`src/rtl/zbt_pkg.sv`:
```
// Shared types for the zero-turnaround SRAM model.
package zbt_pkg;

    // Kind of the cycle currently open in the pipeline.
    typedef enum logic [1:0] {
        OP_IDLE = 2'd0,
        OP_RD   = 2'd1,
        OP_WR   = 2'd2
    } zbt_op_e;

    // Offset of a burst beat within the aligned four-word group.
    function automatic logic [1:0] burst_offset(
        input logic [1:0] base,
        input logic [1:0] beat,
        input logic       interleaved
    );
        return interleaved ? (base ^ beat) : (base + beat);
    endfunction

endpackage

```
`src/rtl/zbt_burst_ctr.sv`:
```
// Burst address generator.
// Holds the loaded base address and a 2-bit beat count. The beat count
// resets on a load and steps on an advance. Assumes ADDR_W >= 2 and that
// the burst order input is static while a burst runs.
module zbt_burst_ctr #(
    parameter int ADDR_W = 6
) (
    input  logic              clk,
    input  logic              rst_n,
    input  logic              step_en,
    input  logic              load,
    input  logic              interleaved,
    input  logic [ADDR_W-1:0] ld_addr,
    output logic [ADDR_W-1:0] cur_addr
);
    import zbt_pkg::*;

    localparam int HI_W = ADDR_W - 2;

    logic [ADDR_W-1:0] base_q;
    logic [1:0]        beat_q;

    // Load the base on a load edge, otherwise step the beat on enabled edges.
    always_ff @(posedge clk) begin
        if (!rst_n) begin
            base_q <= '0;
            beat_q <= '0;
        end else if (step_en) begin
            if (load) begin
                base_q <= ld_addr;
                beat_q <= '0;
            end else begin
                beat_q <= beat_q + 2'd1;
            end
        end
    end

    // Upper bits come from the base, the low two bits from the burst order.
    always_comb begin
        cur_addr = {base_q[ADDR_W-1:2], burst_offset(base_q[1:0], beat_q, interleaved)};
    end

    AST_BURST_STEP: assert property (@(posedge clk) disable iff (!rst_n)
        (step_en && !load) |=> (beat_q == $past(beat_q) + 2'd1));

    AST_BURST_UPPER_FIXED: assert property (@(posedge clk) disable iff (!rst_n)
        (step_en && !load) |=> (cur_addr[ADDR_W-1:2] == $past(cur_addr[ADDR_W-1:2])));

    AST_BURST_FROZEN: assert property (@(posedge clk) disable iff (!rst_n)
        !step_en |=> ($stable(base_q) && $stable(beat_q)));

    logic [HI_W-1:0] unused_hi;
    assign unused_hi = '0;

endmodule

```
`src/rtl/zbt_ctrl.sv`:
```
// Cycle control for the SRAM model.
// Decides the cycle type and chip selection on load edges and keeps them on
// advance edges. It registers the byte enables on every enabled edge and
// issues lane write strobes one enabled edge after a write address. Assumes
// the chip enables and read/write matter only on load edges.
module zbt_ctrl #(
    parameter int LANES = 4
) (
    input  logic             clk,
    input  logic             rst_n,
    input  logic             cke_n,
    input  logic             zz,
    input  logic             adv_ld_n,
    input  logic             rd_wr_n,
    input  logic             ce1_n,
    input  logic             ce2,
    input  logic             ce3_n,
    input  logic [LANES-1:0] bw_n,
    output logic             step_en,
    output logic             load,
    output zbt_pkg::zbt_op_e op_q,
    output logic [LANES-1:0] lane_we
);
    import zbt_pkg::*;

    logic             selected;
    logic [LANES-1:0] bw_n_q;
    zbt_op_e          op_d;

    // An edge counts only when the clock is enabled and standby is off.
    always_comb begin
        step_en  = !cke_n && !zz;
        load     = !adv_ld_n;
        selected = !ce1_n && ce2 && !ce3_n;
    end

    // Next cycle type: decided on a load, inherited on an advance.
    always_comb begin
        if (load) begin
            if (!selected)    op_d = OP_IDLE;
            else if (rd_wr_n) op_d = OP_RD;
            else              op_d = OP_WR;
        end else begin
            op_d = op_q;
        end
    end

    // Cycle type and byte-enable pipeline registers.
    always_ff @(posedge clk) begin
        if (!rst_n) begin
            op_q   <= OP_IDLE;
            bw_n_q <= '1;
        end else if (step_en) begin
            op_q   <= op_d;
            bw_n_q <= bw_n;
        end
    end

    // Late write: lanes are written on the enabled edge after the address.
    generate
        for (genvar g = 0; g < LANES; g++) begin : g_lane_we
            assign lane_we[g] = step_en && (op_q == OP_WR) && !bw_n_q[g];
        end
    endgenerate

    AST_LOAD_TYPE: assert property (@(posedge clk) disable iff (!rst_n)
        (!cke_n && !zz && !adv_ld_n && !ce1_n && ce2 && !ce3_n)
        |=> (op_q == ($past(rd_wr_n) ? OP_RD : OP_WR)));

    AST_TYPE_HELD: assert property (@(posedge clk) disable iff (!rst_n)
        (!cke_n && !zz && adv_ld_n) |=> $stable(op_q));

    AST_DESELECT: assert property (@(posedge clk) disable iff (!rst_n)
        (!cke_n && !zz && !adv_ld_n && (ce1_n || !ce2 || ce3_n)) |=> (op_q == OP_IDLE));

    AST_STALL_HOLD: assert property (@(posedge clk) disable iff (!rst_n)
        cke_n |=> ($stable(op_q) && $stable(bw_n_q)));

    AST_STANDBY_HOLD: assert property (@(posedge clk) disable iff (!rst_n)
        zz |=> ($stable(op_q) && $stable(bw_n_q)));

endmodule

```
`src/rtl/zbt_mem_array.sv`:
```
// Storage array split into independently writable byte lanes.
// Single address shared by the read and the write. The read is combinational
// (flow-through); a write lands on the clock edge. Contents are not reset.
module zbt_mem_array #(
    parameter int ADDR_W = 6,
    parameter int LANES  = 4,
    parameter int LANE_W = 9
) (
    input  logic                    clk,
    input  logic [ADDR_W-1:0]       addr,
    input  logic [LANES-1:0]        lane_we,
    input  logic [LANES*LANE_W-1:0] wdata,
    output logic [LANES*LANE_W-1:0] rdata
);
    localparam int DEPTH = 1 << ADDR_W;

    generate
        for (genvar g = 0; g < LANES; g++) begin : g_lane
            logic [LANE_W-1:0] store_q [DEPTH];

            // Write this lane when its strobe is set.
            always_ff @(posedge clk) begin
                if (lane_we[g]) begin
                    store_q[addr] <= wdata[g*LANE_W +: LANE_W];
                end
            end

            assign rdata[g*LANE_W +: LANE_W] = store_q[addr];
        end
    endgenerate

endmodule

```
`src/rtl/zbt_sram.sv`:
```
// Zero-turnaround flow-through synchronous SRAM, top level.
// Ties together the cycle control, the burst generator and the lane array.
// The read path has no output register. The valid flag replaces a tristate
// bus. Assumes burst_ilv changes only while no burst is running.
module zbt_sram #(
    parameter int ADDR_W = 6,
    parameter int LANES  = 4,
    parameter int LANE_W = 9
) (
    input  logic                    clk,
    input  logic                    rst_n,
    input  logic                    cke_n,
    input  logic                    zz,
    input  logic                    adv_ld_n,
    input  logic                    rd_wr_n,
    input  logic                    ce1_n,
    input  logic                    ce2,
    input  logic                    ce3_n,
    input  logic [LANES-1:0]        bw_n,
    input  logic [ADDR_W-1:0]       addr,
    input  logic                    burst_ilv,
    input  logic [LANES*LANE_W-1:0] wdata,
    input  logic                    oe_n,
    output logic [LANES*LANE_W-1:0] rdata,
    output logic                    rdata_vld
);
    import zbt_pkg::*;

    logic              step_en;
    logic              load;
    zbt_op_e           op_q;
    logic [LANES-1:0]  lane_we;
    logic [ADDR_W-1:0] cur_addr;

    zbt_ctrl #(.LANES(LANES)) u_ctrl (
        .clk      (clk),
        .rst_n    (rst_n),
        .cke_n    (cke_n),
        .zz       (zz),
        .adv_ld_n (adv_ld_n),
        .rd_wr_n  (rd_wr_n),
        .ce1_n    (ce1_n),
        .ce2      (ce2),
        .ce3_n    (ce3_n),
        .bw_n     (bw_n),
        .step_en  (step_en),
        .load     (load),
        .op_q     (op_q),
        .lane_we  (lane_we)
    );

    zbt_burst_ctr #(.ADDR_W(ADDR_W)) u_burst (
        .clk         (clk),
        .rst_n       (rst_n),
        .step_en     (step_en),
        .load        (load),
        .interleaved (burst_ilv),
        .ld_addr     (addr),
        .cur_addr    (cur_addr)
    );

    zbt_mem_array #(.ADDR_W(ADDR_W), .LANES(LANES), .LANE_W(LANE_W)) u_array (
        .clk     (clk),
        .addr    (cur_addr),
        .lane_we (lane_we),
        .wdata   (wdata),
        .rdata   (rdata)
    );

    // Output drivers on only for a read, with outputs enabled and no standby.
    always_comb begin
        rdata_vld = (op_q == OP_RD) && !oe_n && !zz;
    end

    AST_STANDBY_NO_WRITE: assert property (@(posedge clk) disable iff (!rst_n)
        zz |-> (lane_we == '0));

    AST_STALL_NO_WRITE: assert property (@(posedge clk) disable iff (!rst_n)
        cke_n |-> (lane_we == '0));

endmodule

```
`config.mk`:
```
export PLATFORM = sky130hd
export DESIGN_NAME = zbt_sram
export DESIGN_NICKNAME = d
export VERILOG_FILES = /design/src/rtl/zbt_pkg.sv /design/src/rtl/zbt_burst_ctr.sv /design/src/rtl/zbt_ctrl.sv /design/src/rtl/zbt_mem_array.sv /design/src/rtl/zbt_sram.sv
export SDC_FILE = /design/constraint.sdc
export NUM_CORES = 2
export LEC_CHECK = 0
export ABC_AREA = 1
export ABC_CLOCK_PERIOD_IN_PS = 2700
export BUFFER_PORTS_ARGS = -buffer_cell sky130_fd_sc_hd__buf_2
export CAP_MARGIN = 10
export CORE_UTILIZATION = 30
export CTS_CLUSTER_DIAMETER = 200
export DETAILED_ROUTE_END_ITERATION = 10
export MAX_ROUTING_LAYER = met4
export PLACE_DENSITY_LB_ADDON = 0.12
export SLEW_MARGIN = 20
export SYNTH_ARGS = -nofsm -noshare
export SYNTH_HDL_FRONTEND = slang
export SYNTH_SLANG_ARGS = --single-unit
```
`constraint.sdc`:
```
create_clock -name clk -period 2.7 [get_ports clk]
set_input_delay 0.135 -clock clk [delete_from_list [all_inputs] [get_ports clk]]
set_output_delay 0.135 -clock clk [all_outputs]
set_load 0.05 [all_outputs]
```
==> key figures <==
Outcome
  • Status: finished, violations left
  • Failing checks: design-rule violations, negative setup slack

Layout
  • Non-Filler Instances: ~14000
  • Area of the multi-input gates: 25900 um^2
  • Final instance area: 122000 um^2
  • Reg area: 69500 um^2
  • Final Net Count: 9538
  • Fin util: 37.9%
  • Fill cells: 31100
  • Layout cell share with drive strength beyond 1: 16.6%
  • Area Overhead vs Synth: 25.8%

STA
  • Tmin final: 3.68 ns
  • Fmax: 0.272 GHz
  • Actual slew at the worst max-slew pin: 0.962 ns
  • Rel. slew slack: 35.9%
  • Endpoints failing hold: 0
  • Clock Skews: 0.0345 ns
  • Final period util: 136%
  • Setup TNS: -237.05 ns
  • # setup viols final: 1990
  • Pins Over Slew Limit: 0
  • Final WS setup: -0.978 ns
  • RSZ-0062 raised after global routing: yes

Route
  • Number of vias per cell: 4.67
  • Number of DRC markers in iteration 0: 5041
  • DRT Wirelength: roughly 330 mm
  • # DRC: 2
  • Routed len/inst: 23.7 um
  • Post-DRT Antenna Nets: 0
  • Vias: 65400
  • Drt pass-1 iters: 9

Setup path
  • Reg2reg path depth: 14
  • Critical Path RT: 2.57 ns
  • Worst Setup Path Type: reg2out
  • FF-to-FF setup slack: -0.30 ns
  • R2r endpoint: u_array.g_lane[0].store_q[1][0]
  • FF-to-FF Start: u_burst.base_q[0]
  • Critical Path Max Stage Delay: about 0.33 ns
  • Critical path cell sequence: ha_4 -> buf_12 -> inv_16 -> buf_12 -> buf_12 -> a21boi_0 -> o21ai_0 -> buf_4 -> nand2_1 -> nand2_1 -> nand2_2 -> nand2_1 -> nor2_1 -> nand2_1 -> buf_4 -> buf_12
  • Critical Path Start Type: register
  • Crit Path Max Fanout: 35
  • Slowest cell on crit path: dfxtp_2
  • Worst setup EP type: primary output
  • Arr. time, crit path: 3.54 ns

Logic synthesis
  • Post-synth ARST share: 0%
  • Number of synthesized register bits: 2318
  • Post-Syn Area: between 90000 and 100000 um^2
  • Sequential area share after synthesis: 71.8%
  • Ys flop type: edfxtp_1
  • Synthesized net count: between 8000 and 9000
  • Avg Cell Area, Syn: between 10 and 15 um^2
  • Synth unique cells: 24
  • Yosys warnings: 0
  • Syn Inst Count: 8634
  • Number of synthesized flops with an enable pin: approximately 2300

Global routing
  • Met3 Usage GRT: under 10%
  • First-pass GRT wire length: 474 mm
  • Initial antenna violation count: 13
  • Met1 Use GR: 27.4%
  • Total gr overflow: 0
  • Number of global-route vias before repair: 65000
  • Tot GR Track Use: between 20 and 25%
  • Grt peak-use layer: met2
  • Largest net degree at the start of global routing: 65
  • Met2 usage: about a third

Min path
  • WHS Endpoint: u_array.g_lane[1].store_q[46][3]
  • Hold path start: wdata[12]
  • Hold/Removal Path Class: in2reg
  • Hold depth: 2

CTS
  • CTS buffer count: 269
  • Clock latency on the worst-skew pair: 0.89 ns
  • CTS tree: done
  • Clock Path Buffers: 4
  • Root Buffer Master: clkbuf_16
  • Clk pin slew, worst setup/hold paths: ~0.060 ns
  • H-tree depth: 5
  • CTS Sinks: 2318

Floorplanning
  • Full die area: 325000 um^2
  • Die H: about 570 um
  • Die Wd: 570 um
  • Initial Utilization: 30.2%
  • FP Rows: 208
  • # IOs: 94
  • Core Region: 321000 um^2

Power
  • Leak: 46.4 nW
  • Power density over the cells: 689 nW/um^2
  • Peak supply drop: 460 uV

Flow run
  • Max_cap viols: 0

Placement
  • PortBufs: 93
  • Placed cell count: 13300
  • DP HPWL: 212 mm
  • RD Place Congestion: 0.898
  • Post-DP Area: 110000 um^2
## worst max-delay path, delay by kind of cell, from the launching register on
family,cells,cell delay (ns)
and+or+nand+nor,6,0.42
DFF,1,0.33
adders and majority gates,1,0.26
AOI/OAI and AO/OA,2,0.38
buffers and inverters,7,1.25
## synth_stat cells (3+ instances only)
library cell / n / area, um^2
inv_2: 3 / 11.3
o21ai_0: 222 / 1110
clkbuf_1: 289 / 1080
edfxtp_1: 2304 / 69200
buf_4: 56 / 420
o211ai_1: 4 / 30.0
nand2_2: 3 / 18.8
nand2_1: 4306 / 16200
dfxtp_1: 14 / 280
buf_2: 85 / 425
a21boi_0: 379 / 2850
inv_1: 23 / 86.3
nor2_4: 10 / 113
o21ai_1: 302 / 1510
nor3_1: 11 / 55.1
buf_1: 52 / 195
nor2_1: 342 / 1280
buf_6: 15 / 169
mux2i_1: 138 / 1380
nand3_1: 70 / 350
## layer usage
layer | vias up | part of all wire, %
met2 | 1370 | 48
met1 | 32700 | 45
met5 | - | 0
li1 | 31000 | -
met4 | 0 | 2.6
met3 | 366 | 4.1
## how the worst max path moves through the flow
stage | start | to | depth (start not counted)
3_5_place_dp | u_burst.beat_q[0] | rdata[14] | 17
4_1_cts | u_burst.base_q[0] | rdata[25] | 16
2_1_floorplan | u_burst.beat_q[0] | u_array.g_lane[2].store_q[60][0] | 12
3_3_place_gp | u_burst.beat_q[0] | u_array.g_lane[0].store_q[11][7] | 13
6_report | u_burst.base_q[0] | rdata[27] | 16
5_1_grt | u_burst.base_q[0] | rdata[8] | 16
## kinds of logic (layout without fill, tap and decap cells)
group                    count (synthesis)  in the layout  synth area share, %
AO/OA/AOI/OAI                          909            909                 5.70
AND/OR/NAND/NOR                       4745           4747                 18.6
buffers and inverters                  523           1578                 2.47
adder cells (fa/ha/maj)                  1              1               0.0129
other                                    0              7                    0
multiplexers                           138            138                 1.43
flip-flops                            2318           2318                 71.8
## repair_timing
item                                     CTS  global route
gates resized for setup                  405            71
cloned                                    29             4
endpoints found under the hold margin   1215             0
hold buffers                              79             0
buffers inserted                          47            13
endpoints found under the setup margin  2166          2170
pin swaps                                 69            11
## per-stage QoR
stage,hold WS (ns),power (mW),setup slack [ns]
2_1_floorplan,0.234,44.3,0.240
3_3_place_gp,0.358,48.6,-0.569
6_report,0.0480,83.9,-0.978
4_1_cts,0.00581,84.7,-0.999
3_5_place_dp,0.387,48.6,-0.565
5_1_grt,0.0630,86.7,-1.13
## report_power, final
group | internal [mW] | leakage, nW | total [mW] | switching (mW)
Sequential | 39.6 | 20.8 | 39.6 | 0.0102
Clock | 20.5 | 4.09 | 35.2 | 14.8
Combinational | 3.37 | 21.5 | 9.04 | 5.67
## sequential cells by signal (all words and copies together) (netlist names)
name,cells
u_array.g_lane.store_q,2304
u_ctrl.op_q,2
u_burst.beat_q,2
u_burst.base_q,6
u_ctrl.bw_n_q,4
## placed cells by master, fill, tap and decap left out, types with 115 or more instances in the layout
cell type  instances
buf_4            579
mux2i_1          133
o21ai_1          325
edfxtp_1        2304
o21ai_0          189
nand2_2          115
clkbuf_16        288
nor2_1           284
buf_12           234
nand2_1         4169
a21boi_0         345
## final cells by class
| cell class | instances | area share, % |
|---|---|---|
| diodes | 7 | 0.0144 |
| clock buffers | 351 | 6.05 |
| clock inverters | 131 | 0.815 |
| inverters | 26 | 0.0997 |
| multi-input cells | 5795 | 21.3 |
| flip-flops and latches | 2318 | 57.1 |
| well taps | 4305 | 4.43 |
| repair buffers | 1070 | 10.2 |
Power figures use the tool's default switching activity.
